--- config.mk ---
export PLATFORM = sky130hd
export DESIGN_NAME = irq_legacy_router
export DESIGN_NICKNAME = d
export VERILOG_FILES = /design/src/rtl/irq_router_pkg.sv /design/src/rtl/irq_chan_state.sv /design/src/rtl/irq_line_map.sv /design/src/rtl/irq_legacy_ext.sv /design/src/rtl/irq_msg_arb.sv /design/src/rtl/irq_legacy_router.sv
export SDC_FILE = /design/constraint.sdc
export NUM_CORES = 1
export LEC_CHECK = 0
export BUFFER_PORTS_ARGS = -buffer_cell sky130_fd_sc_hd__buf_2
export CAP_MARGIN = 20
export CORE_MARGIN = 10
export CORE_UTILIZATION = 30
export DETAILED_ROUTE_END_ITERATION = 10
export PLACE_DENSITY = 0.54
export SYNTH_ARGS = -nofsm -noshare
export SYNTH_HDL_FRONTEND = slang
export SYNTH_SLANG_ARGS = --single-unit
--- constraint.sdc ---
create_clock -name clk_i -period 3.42 [get_ports clk_i]
set_clock_uncertainty 0.2 [all_clocks]
set_input_delay 0.684 -clock clk_i [delete_from_list [all_inputs] [get_ports clk_i]]
set_output_delay 0.684 -clock clk_i [all_outputs]
set_load 0.01 [all_outputs]
--- src/rtl/irq_router_pkg.sv ---
// Shared constants and types for the interrupt router.
// Assumes a 32-line interrupt fabric addressed by a 5-bit line index.
package irq_router_pkg;
    localparam int ROUTE_W   = 5;
    localparam int NUM_LINES = 2 ** ROUTE_W;
    localparam int MSG_W     = 32;

    typedef logic [ROUTE_W-1:0]   route_t;
    typedef logic [NUM_LINES-1:0] lines_t;
    typedef logic [MSG_W-1:0]     word_t;
endpackage

--- src/rtl/irq_chan_state.sv ---
// Per-channel interrupt state: level status bit and edge pulse.
// Assumes fire_i is a single-cycle strobe and the configuration is steady around it.
module irq_chan_state (
    input  logic clk_i,
    input  logic rst_ni,
    input  logic fire_i,
    input  logic en_i,
    input  logic glb_en_i,
    input  logic lvl_i,
    input  logic msg_en_i,
    input  logic clr_i,
    output logic status_o,
    output logic line_o,
    output logic msg_fire_o
);
    logic accepted;
    logic blocked;
    logic msg_en_q;
    logic status_q;
    logic pulse_q;
    logic status_d;

    assign accepted   = fire_i & en_i & glb_en_i;
    assign blocked    = fire_i & ~(en_i & glb_en_i);
    assign msg_fire_o = accepted & msg_en_i;

    // Next status: an accepted level fire sets, blocking/clear/message-enable rise clears.
    always_comb begin
        status_d = status_q;
        if (accepted && lvl_i && !msg_en_i) begin
            status_d = 1'b1;
        end else if (blocked || clr_i || (msg_en_i && !msg_en_q)) begin
            status_d = 1'b0;
        end
    end

    // Register the status bit, the edge pulse and the previous message enable.
    always_ff @(posedge clk_i) begin
        if (!rst_ni) begin
            status_q <= 1'b0;
            pulse_q  <= 1'b0;
            msg_en_q <= 1'b0;
        end else begin
            status_q <= status_d;
            pulse_q  <= accepted & ~lvl_i & ~msg_en_i;
            msg_en_q <= msg_en_i;
        end
    end

    assign status_o = status_q;
    assign line_o   = (status_q & ~msg_en_i) | pulse_q;

    AST_LEVEL_SETS: assert property (@(posedge clk_i) disable iff (!rst_ni)
        (accepted && lvl_i && !msg_en_i) |=> status_o);
    AST_PULSE_ONE_CYCLE: assert property (@(posedge clk_i) disable iff (!rst_ni)
        (pulse_q && !fire_i) |=> !pulse_q);
    AST_BLOCK_CLEARS: assert property (@(posedge clk_i) disable iff (!rst_ni)
        blocked |=> (!status_o && !pulse_q));
    AST_MSG_RISE_CLEARS: assert property (@(posedge clk_i) disable iff (!rst_ni)
        (msg_en_i && !msg_en_q && !fire_i) |=> !status_o);
endmodule

--- src/rtl/irq_line_map.sv ---
// Maps per-channel line contributions onto the 32 lines, applying the legacy
// override for channels 0 and 1. Purely combinational; contributions are ORed.
module irq_line_map
    import irq_router_pkg::*;
#(
    parameter int NUM_CH     = 4,
    parameter int LEG_LINE_A = 0,
    parameter int LEG_LINE_B = 8
) (
    input  logic                  legacy_i,
    input  route_t [NUM_CH-1:0]   route_i,
    input  logic   [NUM_CH-1:0]   contrib_i,
    output lines_t                lines_o
);
    route_t [NUM_CH-1:0] eff_route;
    lines_t [NUM_CH-1:0] one_hot;

    for (genvar c = 0; c < NUM_CH; c++) begin : g_ch
        // Pick the effective line index: legacy override for the first two channels.
        if (c == 0) begin : g_leg0
            always_comb eff_route[c] = legacy_i ? route_t'(LEG_LINE_A) : route_i[c];
        end else if (c == 1) begin : g_leg1
            always_comb eff_route[c] = legacy_i ? route_t'(LEG_LINE_B) : route_i[c];
        end else begin : g_plain
            always_comb eff_route[c] = route_i[c];
        end
        // Expand the channel's contribution into a one-hot line vector.
        always_comb one_hot[c] = contrib_i[c] ? (lines_t'(1) << eff_route[c]) : '0;
    end

    // OR all channel vectors together.
    always_comb begin
        lines_o = '0;
        for (int c = 0; c < NUM_CH; c++) begin
            lines_o = lines_o | one_hot[c];
        end
    end

    // Check the legacy override at the line vector.
    always_comb begin
        if (legacy_i && contrib_i[0]) begin
            AST_LEG_CH0_LINE: assert (lines_o[LEG_LINE_A]);
        end
        if (legacy_i && NUM_CH > 1 && contrib_i[NUM_CH > 1 ? 1 : 0]) begin
            AST_LEG_CH1_LINE: assert (lines_o[LEG_LINE_B]);
        end
    end
endmodule

--- src/rtl/irq_legacy_ext.sv ---
// External interval-timer and clock interrupt gating for legacy takeover.
// Records the clock input every cycle and restores it when takeover ends.
module irq_legacy_ext (
    input  logic clk_i,
    input  logic rst_ni,
    input  logic legacy_i,
    input  logic pit_irq_i,
    input  logic rtc_irq_i,
    output logic ext_a_o,
    output logic ext_b_o,
    output logic pit_en_o
);
    logic legacy_q;
    logic rtc_lvl_q;
    logic ext_a_q;
    logic ext_b_q;
    logic pit_en_q;

    // Track mode, record clock level and drive the gated external lines.
    always_ff @(posedge clk_i) begin
        if (!rst_ni) begin
            legacy_q  <= 1'b0;
            rtc_lvl_q <= 1'b0;
            ext_a_q   <= 1'b0;
            ext_b_q   <= 1'b0;
            pit_en_q  <= 1'b1;
        end else begin
            legacy_q  <= legacy_i;
            rtc_lvl_q <= rtc_irq_i;
            pit_en_q  <= ~legacy_i;
            if (legacy_i) begin
                ext_a_q <= 1'b0;
                ext_b_q <= 1'b0;
            end else if (legacy_q) begin
                ext_a_q <= 1'b0;
                ext_b_q <= rtc_lvl_q;
            end else begin
                ext_a_q <= pit_irq_i;
                ext_b_q <= rtc_irq_i;
            end
        end
    end

    assign ext_a_o  = ext_a_q;
    assign ext_b_o  = ext_b_q;
    assign pit_en_o = pit_en_q;

    AST_LEGACY_GATES: assert property (@(posedge clk_i) disable iff (!rst_ni)
        legacy_i |=> (!ext_a_o && !ext_b_o && !pit_en_o));
    AST_LEAVE_RESTORE: assert property (@(posedge clk_i) disable iff (!rst_ni)
        (!legacy_i && legacy_q) |=> (!ext_a_o && pit_en_o && ext_b_o == $past(rtc_lvl_q)));
    AST_PASS_THROUGH: assert property (@(posedge clk_i) disable iff (!rst_ni)
        (!legacy_i && !legacy_q) |=> (ext_a_o == $past(pit_irq_i) && ext_b_o == $past(rtc_irq_i)));
endmodule

--- src/rtl/irq_msg_arb.sv ---
// Holds one pending message write per channel, captured at the fire, and
// presents them one at a time on a valid/ready port, lowest index first.
// A presented request is locked until accepted.
module irq_msg_arb
    import irq_router_pkg::*;
#(
    parameter int NUM_CH = 4
) (
    input  logic                 clk_i,
    input  logic                 rst_ni,
    input  logic  [NUM_CH-1:0]   msg_fire_i,
    input  word_t [NUM_CH-1:0]   addr_i,
    input  word_t [NUM_CH-1:0]   data_i,
    output logic                 valid_o,
    input  logic                 ready_i,
    output word_t                addr_o,
    output word_t                data_o
);
    localparam int IDX_W = (NUM_CH > 1) ? $clog2(NUM_CH) : 1;

    logic  [NUM_CH-1:0] pend_q;
    word_t [NUM_CH-1:0] addr_q;
    word_t [NUM_CH-1:0] data_q;
    logic               lock_q;
    logic  [IDX_W-1:0]  lock_idx_q;
    logic  [IDX_W-1:0]  pick;
    logic  [IDX_W-1:0]  sel;
    logic               accept;

    // Lowest-index pending channel.
    always_comb begin
        pick = '0;
        for (int c = NUM_CH - 1; c >= 0; c--) begin
            if (pend_q[c]) pick = IDX_W'(c);
        end
    end

    assign sel     = lock_q ? lock_idx_q : pick;
    assign valid_o = |pend_q;
    assign accept  = valid_o & ready_i;
    assign addr_o  = addr_q[sel];
    assign data_o  = data_q[sel];

    // Per-channel pending flag and captured message words.
    for (genvar c = 0; c < NUM_CH; c++) begin : g_slot
        logic served;
        logic load;
        assign served = accept && (sel == IDX_W'(c));
        assign load   = msg_fire_i[c] && (!pend_q[c] || served);
        always_ff @(posedge clk_i) begin
            if (!rst_ni) begin
                pend_q[c] <= 1'b0;
                addr_q[c] <= '0;
                data_q[c] <= '0;
            end else begin
                if (load) begin
                    pend_q[c] <= 1'b1;
                    addr_q[c] <= addr_i[c];
                    data_q[c] <= data_i[c];
                end else if (served) begin
                    pend_q[c] <= 1'b0;
                end
            end
        end
    end

    // Lock the presented channel while the consumer stalls.
    always_ff @(posedge clk_i) begin
        if (!rst_ni) begin
            lock_q     <= 1'b0;
            lock_idx_q <= '0;
        end else begin
            lock_q     <= valid_o & ~ready_i;
            lock_idx_q <= sel;
        end
    end

    AST_MSG_HOLD: assert property (@(posedge clk_i) disable iff (!rst_ni)
        (valid_o && !ready_i) |=> (valid_o && $stable(addr_o) && $stable(data_o)));
    AST_MSG_RAISE: assert property (@(posedge clk_i) disable iff (!rst_ni)
        (|msg_fire_i) |=> valid_o);
endmodule

--- src/rtl/irq_legacy_router.sv ---
// Top of the interrupt router: per-channel state, line mapping with legacy
// override, external interrupt gating and message write port.
// Assumes inputs are synchronous to clk_i; reset is synchronous, active low.
module irq_legacy_router
    import irq_router_pkg::*;
#(
    parameter int NUM_CH     = 4,
    parameter int LEG_LINE_A = 0,
    parameter int LEG_LINE_B = 8
) (
    input  logic                                clk_i,
    input  logic                                rst_ni,
    input  logic [NUM_CH-1:0]                   fire_i,
    input  logic [NUM_CH-1:0]                   ch_en_i,
    input  logic [NUM_CH-1:0]                   ch_lvl_i,
    input  logic [NUM_CH-1:0]                   ch_msg_en_i,
    input  logic [NUM_CH-1:0][ROUTE_W-1:0]      ch_route_i,
    input  logic [NUM_CH-1:0][MSG_W-1:0]        ch_msg_addr_i,
    input  logic [NUM_CH-1:0][MSG_W-1:0]        ch_msg_data_i,
    input  logic                                glb_en_i,
    input  logic                                legacy_i,
    input  logic [NUM_CH-1:0]                   stat_clr_i,
    input  logic                                pit_irq_i,
    input  logic                                rtc_irq_i,
    output logic [NUM_LINES-1:0]                irq_o,
    output logic [NUM_CH-1:0]                   status_o,
    output logic                                msg_valid_o,
    input  logic                                msg_ready_i,
    output logic [MSG_W-1:0]                    msg_addr_o,
    output logic [MSG_W-1:0]                    msg_data_o,
    output logic                                pit_en_o
);
    logic [NUM_CH-1:0] contrib;
    logic [NUM_CH-1:0] msg_fire;
    lines_t            ch_lines;
    logic              ext_a;
    logic              ext_b;

    for (genvar c = 0; c < NUM_CH; c++) begin : g_chan
        irq_chan_state u_state (
            .clk_i      (clk_i),
            .rst_ni     (rst_ni),
            .fire_i     (fire_i[c]),
            .en_i       (ch_en_i[c]),
            .glb_en_i   (glb_en_i),
            .lvl_i      (ch_lvl_i[c]),
            .msg_en_i   (ch_msg_en_i[c]),
            .clr_i      (stat_clr_i[c]),
            .status_o   (status_o[c]),
            .line_o     (contrib[c]),
            .msg_fire_o (msg_fire[c])
        );
    end

    irq_line_map #(
        .NUM_CH     (NUM_CH),
        .LEG_LINE_A (LEG_LINE_A),
        .LEG_LINE_B (LEG_LINE_B)
    ) u_map (
        .legacy_i  (legacy_i),
        .route_i   (ch_route_i),
        .contrib_i (contrib),
        .lines_o   (ch_lines)
    );

    irq_legacy_ext u_ext (
        .clk_i     (clk_i),
        .rst_ni    (rst_ni),
        .legacy_i  (legacy_i),
        .pit_irq_i (pit_irq_i),
        .rtc_irq_i (rtc_irq_i),
        .ext_a_o   (ext_a),
        .ext_b_o   (ext_b),
        .pit_en_o  (pit_en_o)
    );

    irq_msg_arb #(
        .NUM_CH (NUM_CH)
    ) u_msg (
        .clk_i      (clk_i),
        .rst_ni     (rst_ni),
        .msg_fire_i (msg_fire),
        .addr_i     (ch_msg_addr_i),
        .data_i     (ch_msg_data_i),
        .valid_o    (msg_valid_o),
        .ready_i    (msg_ready_i),
        .addr_o     (msg_addr_o),
        .data_o     (msg_data_o)
    );

    // Merge channel lines with the gated external inputs.
    always_comb begin
        irq_o = ch_lines;
        irq_o[LEG_LINE_A] = irq_o[LEG_LINE_A] | ext_a;
        irq_o[LEG_LINE_B] = irq_o[LEG_LINE_B] | ext_b;
    end
endmodule

# After elaboration in Yosys (flattened, before gate mapping)
# Cells that the tools add are included.
[classes]
magnitude_cmp = 1
eq_ne = 3
shifts = 4
muxes = 32
bitwise_logic = 58
reduce_logical = 56
[op_table]
columns = ["operator", "n"]
rows = [
  ["$mux 32", 6],
  ["$bmux 32 s2", 2],
  ["$shl 1x5->32 const A", 4],
  ["$or 32x32->32", 3],
  ["$and 1x1->1", 34],
  ["$logic_and 1x1->1", 20],
  ["$mux 1", 17],
  ["$reduce_bool 2->1", 8],
  ["$not 1->1", 15],
  ["$logic_not 1->1", 12],
  ["$logic_or 1x1->1", 12],
  ["$mux 2", 5],
  ["$mux 5", 2],
  ["$or 1x1->1", 6],
  ["$eq 2x2->1 const B", 2],
  ["$reduce_or 4->1", 1],
  ["$lt 2x3->1 const B", 1],
  ["$reduce_or 3->1", 1],
  ["$eq 2x1->1 const B", 1],
  ["$logic_not 2->1", 1],
  ["$reduce_or 2->1", 1],
]
[totals]
register_bits = 280
in_bits = 303
out_inout_bits = 102
wordCells = 185

# Depth between registers and ports, before layout
[logic_depth]
ltp_word = 10
ltp_mapped = 7
depth_no_buf = 4

# Modules after synthesis
# A second synthesis with hierarchy kept.
[unflattened]
cells_unflattened = 1600
area_unflattened_um2 = 14447.6
[modules_own_cells]
columns = ["module", "n_inst", "cells_each", "area_per_inst_um2", "seq_area_each_um2"]
rows = [
  ["irq_msg_arb", 1, 1367, 12468.2, 5265.0],
  ["irq_line_map", 1, 160, 1184.9, 0.0],
  ["irq_chan_state", 4, 15, 157.7, 60.1],
  ["irq_legacy_ext", 1, 11, 151.4, 100.1],
  ["irq_legacy_router", 1, 2, 12.5, 0.0],
]

# Least setup slack after synthesis
# No wires, ideal clock.
[synth_path]
kind = "input to output"
from = "input ch_msg_en_i[2]"
to = "output irq_o[0]"
arrival_ns = 1.830
required_time_ns = 2.536
slack_ns = 0.706
cell_stages = 5
n_path_buf = 1
cell_sequence = "nor2b_1 > clkbuf_1 > o21ai_1 > nor3_1 > or4_1"
[synth_via]
elab_chain_cells = 7
[synth_rtl]
columns = ["item", "line_no", "source"]
rows = [
  ["start: declaration", "irq_legacy_router.sv:16", "input logic [NUM_CH-1:0] ch_msg_en_i,"],
  ["$not 1->1", "irq_chan_state.sv:51", "assign line_o = (status_q & ~msg_en_i) | pulse_q;"],
  ["$and 1x1->1", "irq_chan_state.sv:51", ""],
  ["$or 1x1->1", "irq_chan_state.sv:51", ""],
  ["$mux 32", "irq_line_map.sv:28", "always_comb one_hot[c] = contrib_i[c] ? (lines_t'(1) << eff_route[c]) : '0;"],
  ["$or 32x32->32 (2 in a row)", "irq_line_map.sv:35", "lines_o = lines_o | one_hot[c];"],
  ["$or 1x1->1", "irq_legacy_router.sv:94", "irq_o[LEG_LINE_A] = irq_o[LEG_LINE_A] | ext_a;"],
  ["end: declaration", "irq_legacy_router.sv:25", "output logic [NUM_LINES-1:0] irq_o,"],
]
# No other way between the ends.

# Final worst setup path
[layout_path]
from = "register g_chan[2].u_state.status_q"
to = "output irq_o[1]"
[layout_via]
elab_chain_cells = 5
[layout_rtl]
columns = ["item", "line_no", "source"]
rows = [
  ["start: declaration", "irq_chan_state.sv:19", "logic status_q;"],
  ["start signal: assignment", "irq_chan_state.sv:44", "status_q <= status_d;"],
  ["$and 1x1->1", "irq_chan_state.sv:51", ""],
  ["$or 1x1->1", "irq_chan_state.sv:51", ""],
  ["$mux 32", "irq_line_map.sv:28", ""],
  ["$or 32x32->32 (2 in a row)", "irq_line_map.sv:35", ""],
]
# No other way between the ends.

==> impl_metrics.yaml <==
global_route:
  grt_pass1_vias: 13377
  grt-ovfl-total: 0
  antenna_found_initial: 15
  grt_max_degree: 98
  grt_pass1_wl_um: 78940
  grt_use_total_pct: 17.56
synth:
  async_flop_share_pct: 0
  synth_seq_cells: 280
  synth_edf_count: 0
  yosysUniqueCellTypes: 57
  syn-num-nets: 1916
  ys.flop_type: "dfxtp_1"
  synth_area_um2: 14510
  yosysSeqAreaShare_pct: 38.63
  yosysWarnings: 0
  synth_cells: 1613
  avgSynthCellArea_um2: 8.997
cells_and_area:
  fin_util_pct: 38.49
  final_nets: 2282
  layout_commonest_cell: "nand2_1"
  layout_common_cells: "534 x nand2_1, 441 x mux2i_1, 403 x buf_2"
  drive_above_1_share_pct: 26.48
  area.growth.synth_to_final_pct: 26.63
worst_setup_path:
  cp_max_fo: 4
  cp.required_ns: 2.54
  start_kind: "register"
  endpoint_kind: "output port"
  rr_startpoint: "u_msg.pend_q[0]"
  critPathMaxStageDelay_ns: 0.49
  cp_cell_sequence: "nor2b_1, buf_4, o211ai_1, o32ai_1, a221o_1, buf_2"
  crit_slowest_cell: "o32ai_1"
  worstSetupStartpoint: "g_chan[2].u_state.status_o"
  crit_arrival_ns: 2.45
  critPathKind: "register to output port"
floorplanning:
  coreArea_um2: 47750
  rows: 80
  die_h_um: 239.9
  die_w_um: 239.9
  dieArea_um2: 57570
  initial_utilization_pct: 30.39
  ios: 405
drt:
  ant_nets: 0
  vias: 12800
  drc: 0
  totalWireLength_um: 52640
  wire_per_inst_um: 20.09
  first_iter_violations: 644
  via_per_inst: 4.885
  dr.pass1.iters: 7
sta:
  min_period_over_period_pct: 97.45
  fin_ws_ns: 0.08725
  slew_viol_final: 0
  rsz0062_at_grt: "no"
  worst_pin_slew_ns: 0.7518
  setup_viol: 0
  hold_ws_ns: 0.1731
  max_freq_mhz: 300.1
  setup-tns-final_ns: 0
  finalHoldViolations: 0
  slew_headroom_pct: 49.58
  period_minus_slack_ns: 3.333
clock_tree:
  postCtsHoldBufs: 0
  insertion_delay_ns: 0.54
  htreeDepth: 2
  cts.clk_slew.worst_paths_ns: 0.05
  root_buffer: "clkbuf_16"
  cts_tree: "done"
  clock_path_buffers: 3
  cts_inserted_buffers: 34
  cts_sinks: 280
power_and_ir_drop:
  p_leak_nw: 7.852
  p_per_area_nw_per_um2: 439.0
  ir_worst_vdd_mv: 0.3253
hold_path:
  min-delay-start: "fire_i[1]"
  hold_class: "primary input to register"
outcome:
  status: "complete, no violations"
placed_design:
  hpwlAfterDp_um: 38360
  portBuffers: 404
  place.gp.congestion: 0.8586
  dpl_worst_slack_ns: 0.2298
run:
  maxCapViolCount: 0
registers in the layout, summed over array words and instances (netlist names):
signal and flops:
g_chan.u_state.msg_en_q 4, u_msg.data_q 128, u_ext.ext_b_o 1, u_msg.lock_idx_q 2
u_ext.ext_a_o 1, u_ext.rtc_lvl_q 1, u_ext.legacy_q 1, u_ext.pit_en_o 1
u_msg.lock_q 1, u_msg.pend_q 4, g_chan.u_state.pulse_q 4, g_chan.u_state.status_o 4
u_msg.addr_q 128
logic make-up after synthesis:
| logic type | count (synthesis) | synth area share [%] |
|---|---|---|
| AOI/OAI and AO/OA | 115 | 6.742 |
| buffers and inverters | 147 | 6.355 |
| muxes | 449 | 30.97 |
| DFF | 280 | 38.63 |
| and+or+nand+nor | 622 | 17.30 |
stage by stage:
step | std cells | cell area (um^2) | power, W
global route | 2617 | 18370 | 0.008416
global placement | 2549 | 17010 | 0.004472
finish | 2620 | 18380 | 0.008068
floorplan | 1613 | 14510 | 0.004048
CTS | 2612 | 18340 | 0.008205
detailed placement | 2549 | 17010 | 0.004478
final timing paths:
path | cells after the start | end | slack [ns]
max | 6 | irq_o[1] | 0.09
min | 2 | g_chan[1].u_state.status_o | 0.17
max reg2reg | 5 | u_msg.data_q[121] | 0.97
min reg2reg | 2 | u_msg.data_q[10] | 0.25
layout make-up:
class	instances	area, um^2
tap	615	769.5
timing repair buffer	455	2701
inverter	22	82.58
clock inverter	9	142.6
antenna	7	17.52
multi-input combinational	1186	8088
sequential	280	5609
clock buffer	46	965.9
fill	4852	29370
routing by layer:
layer,wire [um],track usage (%)
met5,99,0
met4,1174,5.387
met3,3332,4.477
met2,25070,29.34
met1,22970,21.77
worst max-delay path: cells and delay by family (launching register included):
family / cells / cell delay, ns
AO/OA/AOI/OAI: 3 / 0.88
buffers and inverters: 2 / 0.33
flip-flops: 1 / 0.38
AND/OR/NAND/NOR: 1 / 0.33
Yosys cell counts, types with 5 or more instances:
cell type	count	share of area, %
nor2_1	26	0.67
o211ai_1	12	0.62
nor2b_1	9	0.39
buf_12	12	1.7
mux2i_1	449	31
buf_4	21	1.1
clkbuf_1	67	1.7
nand2_1	534	14
and2_1	7	0.30
inv_1	22	0.57
nor3_1	10	0.34
dfxtp_1	280	39
o22ai_1	17	0.73
a211oi_1	6	0.31
a211o_1	9	0.54
o21ai_0	5	0.17
nand2b_1	13	0.56
buf_6	8	0.62
o32ai_1	7	0.42
buf_2	11	0.38
a221o_1	21	1.4
what timing repair did:
action,CTS,global route
gates cloned,2,0
setup endpoints to repair,56,36
resized for setup,18,5
pin swaps,2,0
buffers inserted,6,0
power breakdown:
group	switching [W]	internal (W)	leakage, nW
combinational	0.000583	0.000462	5.04
sequential	0.0000475	0.00335	2.27
clock	0.00149	0.00214	0.544
(Power assumes the default switching activity.)
